--- config.mk ---
export PLATFORM = sky130hd
export DESIGN_NAME = bufpos_tracker
export DESIGN_NICKNAME = d
export VERILOG_FILES = /design/src/rtl/bufpos_pkg.sv /design/src/rtl/bufpos_ctrl.sv /design/src/rtl/bufpos_dpath.sv /design/src/rtl/bufpos_tracker.sv
export SDC_FILE = /design/constraint.sdc
export NUM_CORES = 1
export LEC_CHECK = 0
export CAP_MARGIN = 30
export CORE_MARGIN = 2
export CORE_UTILIZATION = 35
export DETAILED_ROUTE_END_ITERATION = 12
export SLEW_MARGIN = 15
export SYNTH_ARGS = -nofsm -noshare
export SYNTH_HDL_FRONTEND = slang
export SYNTH_SLANG_ARGS = --single-unit
--- constraint.sdc ---
create_clock -name clk -period 3.8 [get_ports clk]
set_input_delay 0.57 -clock clk [delete_from_list [all_inputs] [get_ports clk]]
set_output_delay 0.57 -clock clk [all_outputs]
set_load 0.03 [all_outputs]
--- src/rtl/bufpos_pkg.sv ---
package bufpos_pkg;
  typedef struct packed {
    logic loadDesc;   // accepted descriptor load
    logic loadCnt;    // copy channel registers into working counters
    logic stepBeat;   // advance working counters by one beat
    logic writeBack;  // copy working counters into active channel
  } strobe_t;
endpackage

--- src/rtl/bufpos_ctrl.sv ---
module bufpos_ctrl
  import bufpos_pkg::*;
#(
  parameter int NUM_CH = 2,
  parameter int CW     = 1
) (
  input  logic          clk,
  input  logic          rst_n,
  input  logic          descLoad,
  input  logic [CW-1:0] descCh,
  input  logic          txnStart,
  input  logic [CW-1:0] txnCh,
  input  logic          beatDone,
  input  logic          txnEnd,
  output strobe_t       strb,
  output logic [CW-1:0] actCh,
  output logic          txnActive
);
  logic startOk, endOk, chanBusy, chanStarting;

  assign startOk      = txnStart && !txnActive;
  assign endOk        = txnEnd && txnActive;
  assign chanBusy     = txnActive && (descCh == actCh);
  assign chanStarting = startOk && (descCh == txnCh);

  always_comb begin
    strb.loadDesc  = descLoad && !chanBusy && !chanStarting;
    strb.loadCnt   = startOk;
    strb.stepBeat  = beatDone && txnActive;
    strb.writeBack = endOk;
  end

  always_ff @(posedge clk) begin
    if (!rst_n) begin
      txnActive <= 1'b0;
      actCh     <= '0;
    end else if (startOk) begin
      txnActive <= 1'b1;
      actCh     <= txnCh;
    end else if (endOk) begin
      txnActive <= 1'b0;
    end
  end
endmodule

--- src/rtl/bufpos_dpath.sv ---
module bufpos_dpath
  import bufpos_pkg::*;
#(
  parameter int NUM_CH     = 2,
  parameter int CW         = 1,
  parameter int AW         = 32,
  parameter int LW         = 16,
  parameter int BEAT_BYTES = 4
) (
  input  logic                     clk,
  input  logic                     rst_n,
  input  strobe_t                  strb,
  input  logic [CW-1:0]            descCh,
  input  logic [AW-1:0]            descAddr,
  input  logic [LW-1:0]            descLen,
  input  logic [CW-1:0]            txnCh,
  input  logic [CW-1:0]            actCh,
  output logic [NUM_CH-1:0][AW-1:0] curAddr,
  output logic [NUM_CH-1:0][LW-1:0] curLen,
  output logic                     descDone,
  output logic [CW-1:0]            doneCh
);
  localparam logic [LW-1:0] BEAT_L = LW'(BEAT_BYTES);

  logic [AW-1:0] cntAddr, nextAddr;
  logic [LW-1:0] cntLen, nextLen, stepBytes;

  // a beat moves a full bus word or whatever is left, whichever is less
  always_comb begin
    stepBytes = (cntLen < BEAT_L) ? cntLen : BEAT_L;
    nextAddr  = cntAddr;
    nextLen   = cntLen;
    if (strb.stepBeat) begin
      nextAddr = cntAddr + AW'(stepBytes);
      nextLen  = cntLen - stepBytes;
    end
  end

  always_ff @(posedge clk) begin
    if (!rst_n) begin
      cntAddr <= '0;
      cntLen  <= '0;
    end else if (strb.loadCnt) begin
      cntAddr <= curAddr[txnCh];
      cntLen  <= curLen[txnCh];
    end else begin
      cntAddr <= nextAddr;
      cntLen  <= nextLen;
    end
  end

  for (genvar c = 0; c < NUM_CH; c++) begin : g_chan
    always_ff @(posedge clk) begin
      if (!rst_n) begin
        curAddr[c] <= '0;
        curLen[c]  <= '0;
      end else if (strb.writeBack && actCh == CW'(c)) begin
        curAddr[c] <= nextAddr;
        curLen[c]  <= nextLen;
      end else if (strb.loadDesc && descCh == CW'(c)) begin
        curAddr[c] <= descAddr;
        curLen[c]  <= descLen;
      end
    end
  end

  always_ff @(posedge clk) begin
    if (!rst_n) begin
      descDone <= 1'b0;
      doneCh   <= '0;
    end else begin
      descDone <= strb.writeBack && (nextLen == '0);
      if (strb.writeBack) doneCh <= actCh;
    end
  end
endmodule

--- src/rtl/bufpos_tracker.sv ---
module bufpos_tracker
  import bufpos_pkg::*;
#(
  parameter int NUM_CH     = 2,
  parameter int AW         = 32,
  parameter int LW         = 16,
  parameter int BEAT_BYTES = 4,
  localparam int CW        = (NUM_CH > 1) ? $clog2(NUM_CH) : 1
) (
  input  logic                      clk,
  input  logic                      rst_n,
  input  logic                      descLoad,
  input  logic [CW-1:0]             descCh,
  input  logic [AW-1:0]             descAddr,
  input  logic [LW-1:0]             descLen,
  input  logic                      txnStart,
  input  logic [CW-1:0]             txnCh,
  input  logic                      beatDone,
  input  logic                      txnEnd,
  output logic                      txnActive,
  output logic [NUM_CH-1:0][AW-1:0] curAddr,
  output logic [NUM_CH-1:0][LW-1:0] curLen,
  output logic                      descDone,
  output logic [CW-1:0]             doneCh
);
  strobe_t       strb;
  logic [CW-1:0] actCh;

  bufpos_ctrl #(.NUM_CH(NUM_CH), .CW(CW)) u_ctrl (
    .clk(clk), .rst_n(rst_n), .descLoad(descLoad), .descCh(descCh),
    .txnStart(txnStart), .txnCh(txnCh), .beatDone(beatDone), .txnEnd(txnEnd),
    .strb(strb), .actCh(actCh), .txnActive(txnActive)
  );

  bufpos_dpath #(.NUM_CH(NUM_CH), .CW(CW), .AW(AW), .LW(LW),
                 .BEAT_BYTES(BEAT_BYTES)) u_dpath (
    .clk(clk), .rst_n(rst_n), .strb(strb), .descCh(descCh),
    .descAddr(descAddr), .descLen(descLen), .txnCh(txnCh), .actCh(actCh),
    .curAddr(curAddr), .curLen(curLen), .descDone(descDone), .doneCh(doneCh)
  );
endmodule

==> impl_metrics.json, run 1 <==
{
  "p_per_area_nw_per_um2": 430,
  "dp.final_hpwl_um": 19200,
  "drt-wirelength-per-cell_um": 19.8,
  "clk_latency_ps": 430,
  "synthDistinctLibCells": 64,
  "dp_cells": 1407,
  "drive_gt1_share_pct": 9.89,
  "dr_wl_met3_um": 1400,
  "cp_data_required_time_ps": 4160,
  "ioPinCount": 155,
  "dieArea_um2": 24600,
  "highest_layer": "met4",
  "cts_sinks": 148,
  "wl_met2_um": 13900,
  "skew_ps": 9.76,
  "path_clk_slew_ps": 60,
  "power_mw": 4.64,
  "cap_violations": 0,
  "start_kind": "flop",
  "fill_cells": 2249,
  "cts_root_buf": "clkbuf_16",
  "outcome": "finished clean",
  "hold_ws_ps": 489,
  "synth_top_area_share_pct": 36.3,
  "slowest_stage": "or4_4",
  "synth_area_leaders": "dfxtp_1 (36%), a22oi_1 (7.1%), a21oi_1 (5.0%), a211oi_1 (4.5%), clkbuf_1 (3.4%)",
  "dp_slack_ps": 87.2,
  "postCtsHoldBufs": 0,
  "clock.fmax_mhz": 278,
  "synth.area.mux_share_pct": 4.86,
  "vias_per_cell": 5.71,
  "max_stage_delay_ps": 580,
  "grt.total_usage_pct": 23.3,
  "ys_top_cells_by_count": "dfxtp_1 (148), a21oi_1 (81), a22oi_1 (77), clkbuf_1 (75), nand2_1 (71)",
  "overflow": 0,
  "slew_headroom_pct": 31.0,
  "cp_max_fo": 6,
  "worstRegToRegCells": 14,
  "die_y_um": 157,
  "coreArea_um2": 22800,
  "ys_seq_area_share_pct": 36.3,
  "antennaDiodeCount": 0,
  "cts_made_buffers": 17,
  "cts.path.max_buffers": 2,
  "synth_fa_ha_area_share_pct": 2.85,
  "worstSetupEndpointType": "flop",
  "initial_core_util_pct": 35.8,
  "post-synth-top-count-cell": "dfxtp_1",
  "tritoncts": "done",
  "drt_pass1_iterations": 5,
  "drtIter0Drc": 665,
  "area_growth_pct": 32.3,
  "worst-setup-path-type": "reg -> reg",
  "critPathArrivalTime_ps": 3960,
  "gp_congestion": 0.864,
  "setup_viol": 0,
  "wl_um": 28600,
  "async_flop_share_pct": 0,
  "ys_seq_elements": 148,
  "ant_nets": 0,
  "crit_end": "u_dpath.curAddr[52]$_SDFFE_PN0P_",
  "hold_viol": 0,
  "met1_length_um": 12700,
  "syn_avg_cell_area_um2": 8.28,
  "nNetsFinal": 1194,
  "remaining_drc_errors": 0,
  "synth_top_family_by_area": "compound AO/OA/AOI/OAI gates",
  "syn-cell-area_um2": 8160,
  "worstSetupStartpoint": "u_dpath.cntLen[6]$_SDFF_PN0_",
  "grt_pass1_wl_um": 44600,
  "synth_edf_count": 0,
  "netlist_instances": 986,
  "fin_ws_ps": 200,
  "timing.rr.start": "u_dpath.cntLen[6]$_SDFF_PN0_",
  "crit_chain": "or4_4 -> nor4_4 -> and3_1 -> ha_1 -> inv_1 -> fa_1 -> nand2b_1 -> a21oi_2 -> o31a_1 -> a311o_2 -> buf_4 -> mux2_2 -> nand2_1 -> o2bb2ai_1",
  "grt_pass1_vias": 8039,
  "maxSlewViolCount": 0,
  "rr_endpoint": "u_dpath.curAddr[52]$_SDFFE_PN0P_",
  "synthSimpleGateAreaFrac_pct": 15.5,
  "ir_worst_vdd_mv": 0.288,
  "yosysTopAreaCell": "dfxtp_1",
  "antenna_found_initial": 0,
  "fin_crit_ps": 3600,
  "final_cells": 1446,
  "worstHoldPathType": "reg -> reg",
  "num_rows": 55,
  "reg2reg_slack_ps": 200,
  "grt_max_degree": 66,
  "fin_crit_sh_pct": 94.7,
  "synthFlopType": "dfxtp_1",
  "stdcell_area_um2": 10800,
  "synth-xor-area-share_pct": 3.22,
  "placed_area_um2": 10100,
  "die_x_um": 157,
  "numPortBuffers": 154,
  "ys_warn_count": 0,
  "worstMarginPinSlew_ps": 1030,
  "htree_levels": 4,
  "routed-via-count": 8257,
  "synth-compound-area-share_pct": 32.3,
  "leakagePower_nw": 3.77
}
-- area by class of cell --
type	count	area (um^2)	share of cell area, %
flip-flops and latches	148	2960	27.4
clock inverters	13	171	1.59
repair buffers	187	1810	16.8
inverters	17	67.6	0.626
clock buffers	19	443	4.10
multi-input cells	749	4950	45.9
well taps	313	392	3.63
-- power by group --
| part | switching (mW) | total, mW | leakage, nW | internal (mW) |
|---|---|---|---|---|
| logic | 0.641 | 1.09 | 2.27 | 0.448 |
| clock network | 0.727 | 1.79 | 0.295 | 1.06 |
| registers | 0.103 | 1.76 | 1.21 | 1.66 |
| total | 1.47 | 4.64 | 3.77 | 3.17 |
-- logic make-up after synthesis --
kind of cell | Yosys count
muxes | 37
xor gates and xnor gates | 30
DFF | 148
and+or+nand+nor | 259
AOI/OAI and AO/OA | 391
other | 2
adders and majority gates | 18
buffers and inverters | 101
-- state kept, by name (all words and copies together) (netlist names) --
name and flops:
u_dpath.doneCh 1, u_dpath.curLen 32, u_ctrl.txnActive 1, u_dpath.cntLen 16
u_dpath.descDone 1, u_dpath.cntAddr 32, u_ctrl.actCh 1, u_dpath.curAddr 64
-- worst min-delay path by stage --
stage,endpoint,slack (ps),start,cells after the start
6_report,u_dpath.curAddr[2]$_SDFFE_PN0P_,490,u_dpath.curAddr[2]$_SDFFE_PN0P_,2
5_1_grt,u_dpath.curAddr[2]$_SDFFE_PN0P_,520,u_dpath.curAddr[2]$_SDFFE_PN0P_,2
4_1_cts,u_dpath.curAddr[2]$_SDFFE_PN0P_,500,u_dpath.curAddr[2]$_SDFFE_PN0P_,2
3_5_place_dp,u_dpath.curAddr[2]$_SDFFE_PN0P_,480,u_dpath.curAddr[2]$_SDFFE_PN0P_,2
3_3_place_gp,u_dpath.curAddr[1]$_SDFFE_PN0P_,470,u_dpath.curAddr[1]$_SDFFE_PN0P_,2
2_1_floorplan,u_dpath.curAddr[12]$_SDFFE_PN0P_,500,u_dpath.cntAddr[12]$_SDFF_PN0_,2
-- stage by stage --
stage | setup TNS (ps) | util, %
4_1_cts | 0 | 46.9
5_1_grt | -21.3 | 47.4
2_1_floorplan | 0 | -
3_5_place_dp | 0 | 44.2
6_report | 0 | 47.4
3_3_place_gp | 0 | 44.2
-- worst max-delay path: cells and delay by family (launching register included) --
| family | cells | cell delay, ps |
|---|---|---|
| and+or+nand+nor | 5 | 1280 |
| DFF | 1 | 340 |
| muxes | 1 | 330 |
| buffers and inverters | 2 | 190 |
| adders and majority gates | 2 | 570 |
| AOI/OAI and AO/OA | 4 | 800 |
-- metal layers --
layer / track usage, % / up-vias
li1: - / 3980
met5: 0 / -
met3: 3.82 / 44
met1: 30.8 / 3966
met4: 7.30 / 0
met2: 38.9 / 267
-- what timing repair did --
item | in CTS | in global routing
setup endpoints to repair | 0 | 41
setup buffers | 0 | 7
resized for setup | 0 | 17
-- cells in the final DEF, fill, tap and decap left out, drive strengths merged, types with 20 or more instances in the layout --
cell,n
clkdlybuf4s50,153
inv,20
nor3,22
a21oi,81
nor2,67
a22oi,77
buf,34
o22ai,28
dfxtp,148
nand2,71
a211oi,49
o21ai,54
(Power assumes the default switching activity.)
==> run 2: changes to the inputs <==
GPL_ROUTABILITY_DRIVEN = 0   (was default)
PLACE_DENSITY_LB_ADDON = 0.12   (was default)
==> impl_metrics.json, run 2 (synthesis gave the netlist of run 1 again) <==
{
  "drtIter0Drc": 632,
  "area_growth_pct": 32.0,
  "worstRegToRegCells": 13,
  "dieArea_um2": 24600,
  "setup_viol": 0,
  "power_mw": 4.57,
  "min_from": "u_dpath.curAddr[1]$_SDFFE_PN0P_",
  "tritoncts": "done",
  "regMostFlops": "u_dpath.curAddr",
  "start_kind": "flop",
  "cp_data_required_time_ps": 4140,
  "wl_um": 29200,
  "worstHoldPathType": "reg -> reg",
  "final_util_pct": 47.3,
  "fin_crit_sh_pct": 96.5,
  "nNetsFinal": 1194,
  "final_cell_mix": "clkdlybuf4s50_1 (153), dfxtp_1 (148), a21oi_1 (78)",
  "grt_pass1_wl_um": 45100,
  "reg_top3": "u_dpath.curAddr x64, u_dpath.cntAddr x32, u_dpath.curLen x32",
  "maxSlewViolCount": 0,
  "die_x_um": 157,
  "hold_ws_ps": 482,
  "p_per_area_nw_per_um2": 425,
  "cap_violations": 0,
  "initial_core_util_pct": 35.8,
  "remaining_drc_errors": 0,
  "worst-setup-path-type": "reg -> reg",
  "ant_nets": 0,
  "worstMarginPinSlew_ps": 1320,
  "cp_max_fo": 6,
  "postCtsHoldBufs": 0,
  "htree_levels": 4,
  "skew_ps": 12.5,
  "final_common_cell": "clkdlybuf4s50_1",
  "antenna_found_initial": 0,
  "timing.rr.start": "u_dpath.cntLen[6]$_SDFF_PN0_",
  "cts_made_buffers": 17,
  "clk_latency_ps": 430,
  "numPortBuffers": 154,
  "fin_crit_ps": 3670,
  "die_y_um": 157,
  "grt_pass1_vias": 8022,
  "cts_sinks": 148,
  "rr_endpoint": "u_dpath.cntAddr[21]$_SDFF_PN0_",
  "outcome": "finished clean",
  "grt.total_usage_pct": 23.6,
  "drive_gt1_share_pct": 9.72,
  "ir_worst_vdd_mv": 0.237,
  "hold_viol": 0,
  "drt-wirelength-per-cell_um": 20.2,
  "reg2reg_slack_ps": 130,
  "cts.path.max_buffers": 2,
  "num_rows": 55,
  "path_clk_slew_ps": 70,
  "drt_pass1_iterations": 6,
  "worstSetupEndpointType": "flop",
  "antennaDiodeCount": 0,
  "rsz0062_at_grt": "yes",
  "ioPinCount": 155,
  "largest_reg_flops": 64,
  "clock.fmax_mhz": 273,
  "coreArea_um2": 22800,
  "vias_per_cell": 5.72,
  "hold-path-endpoint": "u_dpath.curAddr[1]$_SDFFE_PN0P_",
  "routed-via-count": 8261,
  "critPathArrivalTime_ps": 4000,
  "overflow": 0,
  "leakagePower_nw": 3.75,
  "cts_root_buf": "clkbuf_16",
  "hold_depth": 2,
  "slew_headroom_pct": 11.9,
  "dp.final_hpwl_um": 19600,
  "grt_max_degree": 66
}
## run 2: cell types whose count changed in the layout (fill, tap and decap cells not counted), moves of 2 or more
cell        change
clkinv_4        -3
a2111oi_1       +2
a211oi_4        +2
a2111oi_2       -3
xnor2_1         -2
xnor2_2         +2
clkinvlp_4      +2
## run 2: worst max-delay path by stage
stage / start / slack [ps] / endpoint / cells past startpoint
5_1_grt: u_dpath.cntLen[6]$_SDFF_PN0_ / -20 / u_dpath.cntAddr[21]$_SDFF_PN0_ / 13
6_report: u_dpath.cntLen[6]$_SDFF_PN0_ / 130 / u_dpath.cntAddr[21]$_SDFF_PN0_ / 13
3_5_place_dp: u_dpath.cntLen[6]$_SDFF_PN0_ / 60 / u_dpath.curAddr[14]$_SDFFE_PN0P_ / 13
4_1_cts: u_dpath.cntLen[6]$_SDFF_PN0_ / 30 / u_dpath.curAddr[14]$_SDFFE_PN0P_ / 13
3_3_place_gp: u_dpath.cntLen[6]$_SDFF_PN0_ / 110 / u_dpath.curAddr[14]$_SDFFE_PN0P_ / 13
2_1_floorplan: u_dpath.cntLen[8]$_SDFF_PN0_ / 300 / u_dpath.curAddr[62]$_SDFFE_PN0P_ / 14
## run 2: cell type report
class	instances	area, um^2
fill	2262	12000
multi-input combinational	749	4960
sequential	148	2960
clock buffer	18	429
inverter	17	67.6
tap	313	392
timing repair buffer	187	1810
clock inverter	13	150
## run 2: power breakdown
part | switching, mW | internal [mW]
Sequential | 0.102 | 1.66
Combinational | 0.642 | 0.446
Clock | 0.747 | 0.978
Total | 1.49 | 3.08
## run 2: worst max-delay path, stage by stage, from the launching register on
cell      delay (ps)
dfxtp_1          340
or4_4            580
nor4_4           250
and2_4           230
inv_4             40
ha_1             330
o211ai_1         120
o211ai_1         280
nand4_1          130
buf_4            190
a211o_1          340
or3_1            370
and3_1           200
a211oi_1         180
## run 2: per-stage QoR
step | TNS [ps] | cell area [um^2] | cells | setup WS (ps)
6_report | 0 | 10800 | 1445 | 134
5_1_grt | -47.7 | 10800 | 1445 | -22.3
4_1_cts | 0 | 10700 | 1443 | 33.9
3_5_place_dp | 0 | 10100 | 1412 | 58.1
3_3_place_gp | 0 | 10100 | 1412 | 111
2_1_floorplan | 0 | 8210 | 998 | 299
## run 2: metal layers
metal	wire [um]	GRT usage (%)	share of wire, %	up-vias
met4	512	6.51	1.8	0
li1	-	-	-	3963
met5	0	0	0	-
met1	12800	31.3	44	4005
met2	14300	40.0	49	264
met3	1580	3.57	5.4	29
## run 2: timing repair
item,in CTS,in global routing
resized for setup,0,17
hold endpoints to repair,0,0
setup buffers,0,2
setup endpoints to repair,0,37
